$ cat src/rtl/cmp422_pkg.sv
package cmp422_pkg;

   localparam int NUM_PHASES = 4;
   localparam int NUM_LANES  = 3;

   typedef enum logic [1:0] {
      PH_CB = 2'd0,
      PH_YA = 2'd1,
      PH_CR = 2'd2,
      PH_YB = 2'd3
   } word_phase_t;

   // lane index: 0 = luma, 1 = Cb, 2 = Cr
   function automatic logic [NUM_PHASES-1:0] lane_phase_mask(input int lane);
      logic [NUM_PHASES-1:0] m;
      m = '0;
      case (lane)
         0:       begin m[PH_YA] = 1'b1; m[PH_YB] = 1'b1; end
         1:       m[PH_CB] = 1'b1;
         default: m[PH_CR] = 1'b1;
      endcase
      return m;
   endfunction

endpackage

$ cat src/rtl/cmp422_sync_edge.sv
module cmp422_sync_edge (
   input  logic clk,
   input  logic rst,
   input  logic sync_in,
   output logic realign
);
   logic sync_q;

   always_ff @(posedge clk) begin
      if (rst) sync_q <= 1'b0;
      else     sync_q <= sync_in;
   end

   // falling edge of sync marks the current word as Cb
   assign realign = sync_q & ~sync_in;

   assert_realign_needs_high_R10: assert property (@(posedge clk) disable iff (rst)
      realign |-> $past(sync_in));

endmodule

$ cat src/rtl/cmp422_phase_track.sv
module cmp422_phase_track
   import cmp422_pkg::*;
(
   input  logic        clk,
   input  logic        rst,
   input  logic        realign,
   output word_phase_t phase_now,
   output logic        active
);
   word_phase_t phase_q;
   logic        locked_q;

   always_comb begin
      phase_now = realign ? PH_CB : phase_q;
      active    = locked_q | realign;
   end

   always_ff @(posedge clk) begin
      if (rst) begin
         phase_q  <= PH_CB;
         locked_q <= 1'b0;
      end else begin
         phase_q <= word_phase_t'(phase_now + 2'd1);
         if (realign) locked_q <= 1'b1;
      end
   end

   assert_wrap_to_cb_R5: assert property (@(posedge clk) disable iff (rst)
      (active && phase_now == PH_YB) |=> (phase_now == PH_CB));

   assert_lock_sticky_R5: assert property (@(posedge clk) disable iff (rst)
      active |=> active);

endmodule

$ cat src/rtl/cmp422_lane.sv
module cmp422_lane
   import cmp422_pkg::*;
#(
   parameter int                    DATA_W     = 10,
   parameter logic [NUM_PHASES-1:0] PHASE_MASK = 4'b0001
) (
   input  logic              clk,
   input  logic              rst,
   input  logic [DATA_W-1:0] word_in,
   input  logic              active,
   input  word_phase_t       phase_now,
   output logic [DATA_W-1:0] data_q,
   output logic              vld_q,
   output word_phase_t       phase_q
);
   logic take;
   assign take = active & PHASE_MASK[phase_now];

   always_ff @(posedge clk) begin
      if (rst) begin
         data_q  <= '0;
         vld_q   <= 1'b0;
         phase_q <= PH_CB;
      end else begin
         vld_q <= take;
         if (take) begin
            data_q  <= word_in;
            phase_q <= phase_now;
         end
      end
   end

   assert_hold_when_idle_R9: assert property (@(posedge clk) disable iff (rst)
      !vld_q |-> $stable(data_q));

   assert_capture_exact_R9: assert property (@(posedge clk) disable iff (rst)
      take |=> (data_q == $past(word_in)));

endmodule

$ cat src/rtl/cmp422_split.sv
module cmp422_split
   import cmp422_pkg::*;
#(
   parameter int DATA_W = 10
) (
   input  logic              clk,
   input  logic              rst,
   input  logic [DATA_W-1:0] word_in,
   input  logic              sync_in,
   output logic [DATA_W-1:0] y_out,
   output logic              y_vld,
   output logic              y_cosited,
   output logic [DATA_W-1:0] cb_out,
   output logic              cb_vld,
   output logic [DATA_W-1:0] cr_out,
   output logic              cr_vld
);
   localparam int LANE_Y  = 0;
   localparam int LANE_CB = 1;
   localparam int LANE_CR = 2;

   initial begin
      assert (DATA_W >= 2)
         else $error("DATA_W must be at least 2");
   end

   logic        realign;
   logic        active;
   word_phase_t phase_now;

   logic [DATA_W-1:0] lane_data [NUM_LANES];
   logic              lane_vld  [NUM_LANES];
   word_phase_t       lane_ph   [NUM_LANES];

   cmp422_sync_edge u_sync (
      .clk     (clk),
      .rst     (rst),
      .sync_in (sync_in),
      .realign (realign)
   );

   cmp422_phase_track u_phase (
      .clk       (clk),
      .rst       (rst),
      .realign   (realign),
      .phase_now (phase_now),
      .active    (active)
   );

   for (genvar g = 0; g < NUM_LANES; g++) begin : g_lane
      localparam logic [NUM_PHASES-1:0] MASK = lane_phase_mask(g);
      cmp422_lane #(
         .DATA_W     (DATA_W),
         .PHASE_MASK (MASK)
      ) u_lane (
         .clk       (clk),
         .rst       (rst),
         .word_in   (word_in),
         .active    (active),
         .phase_now (phase_now),
         .data_q    (lane_data[g]),
         .vld_q     (lane_vld[g]),
         .phase_q   (lane_ph[g])
      );
   end

   assign y_out     = lane_data[LANE_Y];
   assign y_vld     = lane_vld[LANE_Y];
   assign y_cosited = lane_vld[LANE_Y] & (lane_ph[LANE_Y] == PH_YA);
   assign cb_out    = lane_data[LANE_CB];
   assign cb_vld    = lane_vld[LANE_CB];
   assign cr_out    = lane_data[LANE_CR];
   assign cr_vld    = lane_vld[LANE_CR];

   assert_one_strobe_R8: assert property (@(posedge clk) disable iff (rst)
      $onehot0({cb_vld, y_vld, cr_vld}));

   assert_no_strobe_unlocked_R2: assert property (@(posedge clk) disable iff (rst)
      !active |=> !(cb_vld || y_vld || cr_vld));

   assert_cb_on_realign_R3: assert property (@(posedge clk) disable iff (rst)
      realign |=> cb_vld);

   assert_cosite_after_cb_R4: assert property (@(posedge clk) disable iff (rst)
      (cb_vld && !realign) |=> (y_vld && y_cosited));

   assert_cr_after_cosite_R4: assert property (@(posedge clk) disable iff (rst)
      (y_cosited && !realign) |=> cr_vld);

endmodule

$ cat config.mk
export PLATFORM = sky130hd
export DESIGN_NAME = cmp422_split
export DESIGN_NICKNAME = d
export VERILOG_FILES = /design/src/rtl/cmp422_pkg.sv /design/src/rtl/cmp422_sync_edge.sv /design/src/rtl/cmp422_phase_track.sv /design/src/rtl/cmp422_lane.sv /design/src/rtl/cmp422_split.sv
export SDC_FILE = /design/constraint.sdc
export NUM_CORES = 1
export LEC_CHECK = 0
export ABC_AREA = 0
export BUFFER_PORTS_ARGS = -buffer_cell sky130_fd_sc_hd__buf_4
export CAP_MARGIN = 0
export CORE_MARGIN = 2
export CORE_UTILIZATION = 37
export CTS_BUF_LIST = sky130_fd_sc_hd__clkbuf_16
export CTS_CLUSTER_SIZE = 40
export DETAILED_ROUTE_END_ITERATION = 10
export GPL_ROUTABILITY_DRIVEN = 0
export PLACE_DENSITY = 0.65
export SYNTH_ARGS = -nofsm -noshare
export SYNTH_HDL_FRONTEND = slang
export SYNTH_SLANG_ARGS = --single-unit
$ cat constraint.sdc
create_clock -name clk -period 1.45 [get_ports clk]
set_input_delay 0.3625 -clock clk [delete_from_list [all_inputs] [get_ports clk]]
set_output_delay 0.3625 -clock clk [all_outputs]
set_load 0.02 [all_outputs]
# After elaboration in Yosys (flattened, before gate mapping)
# Cells that the tools add are included.
[classes] add_sub_neg=1 n_lt_le_gt_ge=1 n_mux=7 eq_ne=1 n_bitwise=7
[ops] cell="$bmux 1 s2" n=3
[ops] cell="$and 1x1->1" n=5
[ops] cell="$lt 2x3->1 const B" n=1
[ops] cell="$mux 1" n=3
[ops] cell="$add 2x1->2 const B" n=1
[ops] cell="$eq 2x1->1 const B" n=1
[ops] cell="$mux 2" n=1
[ops] cell="$not 1->1" n=1
[ops] cell="$or 1x1->1" n=1
[totals] elab_cells=27 regBits=39 output_inout_bits=34 in_bits=13

# Longest topological paths before layout
[logic_depth] depth_word=6 ltp_mapped=7 mapped_depth_nobuf=6

# Cells and area by module
# From an unflattened synthesis, not the netlist that was laid out.
[hier_totals] hier_cells=170 area_unflattened_um2=1823.0
[by_module_without_submodules] mod="cmp422_lane (g_lane[0].u_lane)" seq_area_each_um2=260.2 n_inst=1 cells_per_inst=55 area_each_um2=570.5
[by_module_without_submodules] mod="cmp422_lane (g_lane[2].u_lane)" seq_area_each_um2=260.2 n_inst=1 cells_per_inst=51 area_each_um2=561.8
[by_module_without_submodules] mod="cmp422_lane (g_lane[1].u_lane)" seq_area_each_um2=260.2 n_inst=1 cells_per_inst=50 area_each_um2=544.3
[by_module_without_submodules] mod="cmp422_phase_track" seq_area_each_um2=60.1 n_inst=1 cells_per_inst=10 area_each_um2=102.6
[by_module_without_submodules] mod="cmp422_sync_edge" seq_area_each_um2=20.0 n_inst=1 cells_per_inst=3 area_each_um2=35.0
[by_module_without_submodules] mod="cmp422_split" seq_area_each_um2=0.0 n_inst=1 cells_per_inst=1 area_each_um2=8.8

# Worst setup path after synthesis
# Ideal clock, no wire load.
[synth_path] kind="input to register" startpoint="in sync_in" endpoint="reg g_lane[1].u_lane.data_q[1]" path_slack_ps=89 setup_ps=72 path_stages=6 t_arrival_ps=1289 t_required_ps=1378 n_path_buf=0 cell_sequence="nand2b_4 -> nand2_1 -> ha_1 -> inv_1 -> a21oi_4 -> mux2i_1"
[synth_between] elab_chain_cells=6 word_cells_on_any_way=7 cone_classes="mux (3); bitwise (4)"
[synth_rtl] element="start, declared" line="cmp422_split.sv:9" text="input logic sync_in,"
[synth_rtl] element="$not 1->1 (*)" line="cmp422_sync_edge.sv:15" text="assign realign = sync_q & ~sync_in;"
[synth_rtl] element="$and 1x1->1 (*)" line="cmp422_sync_edge.sv:15"
[synth_rtl] element="$mux 2" line="cmp422_phase_track.sv:14" text="phase_now = realign ? PH_CB : phase_q;"
[synth_rtl] element="$bmux 1 s2" line="cmp422_lane.sv:17" text="assign take = active & PHASE_MASK[phase_now];"
[synth_rtl] element="$mux 1 (not written as such)" line="cmp422_lane.sv:17"
[synth_rtl] element="$and 1x1->1 (*)" line="cmp422_lane.sv:17"
[synth_rtl] element="end signal, assigned" line="cmp422_lane.sv:27" text="data_q <= word_in;"
[synth_rtl] element="end, declared" line="cmp422_lane.sv:12" text="output logic [DATA_W-1:0] data_q,"
# Every way passes the cells marked *; elsewhere a longest branch is shown, timed or not. The select of a mux whose other input is x is not followed.
# A chain may end at the register's enable or synchronous reset.

# Worst setup path in the final report
[layout_path] startpoint="reg u_sync.sync_q" endpoint="reg g_lane[1].u_lane.data_q[6]"
[layout_between] elab_chain_cells=5 word_cells_on_any_way=6 cone_classes="mux (3); bitwise (3)"
[layout_rtl] element="start, declared" line="cmp422_sync_edge.sv:7" text="logic sync_q;"
[layout_rtl] element="start signal, assigned" line="cmp422_sync_edge.sv:11" text="else sync_q <= sync_in;"
[layout_rtl] element="$and 1x1->1 (*)" line="cmp422_sync_edge.sv:15"
[layout_rtl] element="$mux 2" line="cmp422_phase_track.sv:14"
[layout_rtl] element="$bmux 1 s2" line="cmp422_lane.sv:17"
[layout_rtl] element="$mux 1 (not written as such)" line="cmp422_lane.sv:17"
[layout_rtl] element="$and 1x1->1 (*)" line="cmp422_lane.sv:17"
# Marks and branches as above.

==> flow_summary.toml <==
[run_status]
outcome = "finished clean"

[clocking]
max-clock-path-buffers = 2
numCtsBuffers = 5
h-tree-depth = 2
worstSkewPairLatency_ps = 280
cts_tree = "yes"
clk_pin_slew_ps = 60
root_buffer = "clkbuf_16"
clock_sinks = 39
ctsHoldBuffers = 0

[logic_synthesis]
synthDistinctLibCells = 24
syn-cell-area_mm2 = 0.00155
syn_nets = 160
synthTopCellsByArea = "dfxtp_1, mux2i_1, nand2b_1"
ys_warn_count = 0
synth_cells = 145
synth_seq_cells = 39
yosysTopAreaCell = "dfxtp_1"
yosysTopAreaCellShare_pct = 50.3
avgSynthCellArea_um2 = 10.7
synth-seq-area-share_pct = 50.3

[routing]
drt_iter0_drc = 37
via_count = 1139
wl_met3_um = 215
dr.pass1.iters = 4
top_layer = "met4"
dr_wl_met2_mm = 1.63
drc = 0
detail-route-antenna-nets = 0
wl_per_cell_um = 13.3
viasPerCell = 4.57
wl_mm = 3.32
wl_met1_mm = 1.43

[setup_path]
worstReg2RegEnd = "g_lane[1].u_lane.data_q[6]"
crit_path_start = "u_sync.sync_q"
worstPathRequired_ps = 1660
arrival_ps = 1550
cp-end-kind = "register"
critPathMaxFanout = 8
reg2reg_setup_slack_ps = 100
r2r_start = "u_sync.sync_q"
endpoint = "g_lane[1].u_lane.data_q[6]"
r2r_cells = 7
startpoint_type = "register"
path_class = "reg2reg"

[final_layout]
fin_nets = 213
syn_to_final_growth_pct = 39.0
num_antenna_cells = 0
finish.instance_area_mm2 = 0.00216
layout-drive-gt1-share_pct = 33.2

[grt]
grt_pass1_vias = 1128
grt-ovfl-total = 0
grt_max_degree = 50
grt_usage_pct = 15.7
grt_pass1_wl_mm = 5.33
antenna_found_initial = 0

[floorplanning]
core-area_mm2 = 0.00403
start_util_pct = 38.5
die_area_mm2 = 0.00473
die_h_um = 68.8
die_w_um = 68.8
rows = 23
ioPinCount = 47

[placed_design]
place_area_mm2 = 0.00199
io_buffers = 46
post-dp-hpwl_mm = 2.29

[power_and_ir_drop]
p_leak_nw = 1.05
power_switching_mw = 0.562
pwr-share-clk_pct = 46.5
pwr-share-seq_pct = 43.5
powerDensity_mw_per_mm2 = 1210
combPwrFrac_pct = 10.0
power_mw = 2.60
peakVddDrop_v = 0.000663
power_switching_share_pct = 21.6
internal_power_mw = 2.04

[sta]
min_period_over_period_pct = 92.8
rsz0062_at_grt = "no"
hold_viol_final = 0
finClkSkew_ps = 7.04
worstMarginPinSlew_ps = 446
setup_viol = 0
max_freq_mhz = 743
slew_viol_final = 0
post-route-min-period_ps = 1350
max_slew_margin_pct = 69.9

[flow_run]
maxCapViolCount = 0

[min_path]
hold_path_class = "in2reg"
==> final cells by class <==
cell class	instances	area, um2
Clock inverter	3	38.8
Fill cell	386	1870
Tap cell	50	62.6
Timing Repair Buffer	53	414
Clock buffer	5	125
Sequential cell	39	781
Multi-Input combinational cell	94	718
Inverter	5	18.8
==> power by group through the flow <==
stage	Sequential [mW]	Combinational [mW]	Clock, mW
4_1_cts	1.13	0.261	1.24
3_5_place_dp	1.15	0.259	0
6_report	1.13	0.261	1.21
3_3_place_gp	1.15	0.254	0
5_1_grt	1.14	0.285	1.29
2_1_floorplan	1.18	0.119	0
==> layout by cell type, fill, tap and decap left out, drive strengths merged <==
| cell | synthesis | final |
|---|---|---|
| nor3 | 1 | 1 |
| nor2b | 3 | 3 |
| ha | 2 | 2 |
| inv | 5 | 5 |
| buf | 3 | 53 |
| nand2b | 41 | 41 |
| bufinv | 0 | 1 |
| nand3 | 1 | 1 |
| nor3b | 1 | 1 |
| mux2i | 30 | 30 |
| dfxtp | 39 | 39 |
| nand2 | 3 | 3 |
| clkbuf | 4 | 5 |
| clkinv | 0 | 2 |
| o31ai | 1 | 1 |
| nor2 | 4 | 4 |
| o21ai | 2 | 2 |
| a21oi | 4 | 4 |
| nand4 | 1 | 1 |
==> worst max-delay path: stages (launching register included) <==
cell and delay [ps]:
dfxtp_1 360, nand2b_4 70, nand2_1 100, ha_1 170, inv_1 70, a21oi_4 140, buf_12 150, mux2i_1 200
==> repair_timing <==
action	in CTS	in global routing
setup buffers	0	0
gates resized for setup	0	2
endpoints found under the setup margin	0	9
==> metal layers <==
metal / GRT usage [%] / up-vias
li1: - / 582
met1: 19.4 / 520
met2: 25.0 / 32
met3: 5.03 / 5
met4: 6.62 / 0
met5: 0 / -
==> synth_stat cells <==
| master | instances |
|---|---|
| nand2b_1 | 40 |
| dfxtp_1 | 39 |
| mux2i_1 | 30 |
| clkbuf_1 | 4 |
| inv_1 | 4 |
| nor2_1 | 4 |
| a21oi_1 | 3 |
| nand2_1 | 3 |
| ha_1 | 2 |
| nor2b_1 | 2 |
| a21oi_4 | 1 |
| buf_2 | 1 |
| buf_4 | 1 |
| buf_6 | 1 |
| inv_2 | 1 |
| nand2b_4 | 1 |
| nand3_2 | 1 |
| nand4_1 | 1 |
| nor2b_2 | 1 |
| nor3_1 | 1 |
| nor3b_1 | 1 |
| o21ai_0 | 1 |
| o21ai_1 | 1 |
| o31ai_1 | 1 |
==> worst min path at each step <==
stage               cells past startpoint  slack, ps                         from                          end
finish                                  3        390                   word_in[9]   g_lane[0].u_lane.data_q[9]
global route                            3        410                   word_in[2]   g_lane[0].u_lane.data_q[2]
CTS                                     3        390                   word_in[9]   g_lane[2].u_lane.data_q[9]
detailed placement                      2        440  g_lane[0].u_lane.phase_q[0]  g_lane[0].u_lane.phase_q[0]
global placement                        2        430  g_lane[0].u_lane.phase_q[0]  g_lane[0].u_lane.phase_q[0]
floorplan                               2        430  g_lane[0].u_lane.phase_q[0]  g_lane[0].u_lane.phase_q[0]
==> flip-flops by register name, indices dropped and copies added, names as in the netlist <==
register	flops
g_lane.u_lane.phase_q	2
g_lane.u_lane.data_q	30
g_lane.u_lane.vld_q	3
u_phase.locked_q	1
u_phase.phase_q	2
u_sync.sync_q	1
==> cells by family after synthesis <==
logic type / count (synthesis) / share of synthesized area [%]
DFF: 39 / 50.3
AOI/OAI and AO/OA: 7 / 3.14
buffers and inverters: 12 / 3.71
muxes: 30 / 19.3
and+or+nand+nor: 55 / 21.9
adders and majority gates: 2 / 1.61
==> per-stage QoR <==
stage          TNS [ps]  util, %  cells  hold WS, ps  setup slack, ps
2_1_floorplan         0        -    145          426             89.2
3_3_place_gp       -328     49.3    241          434            -58.3
3_5_place_dp      -1540     49.3    241          444             -148
4_1_cts               0     53.4    249          391             36.2
5_1_grt               0     53.6    249          411             1.19
6_report              0     53.6    249          389              104
Power figures use the tool's default switching activity.
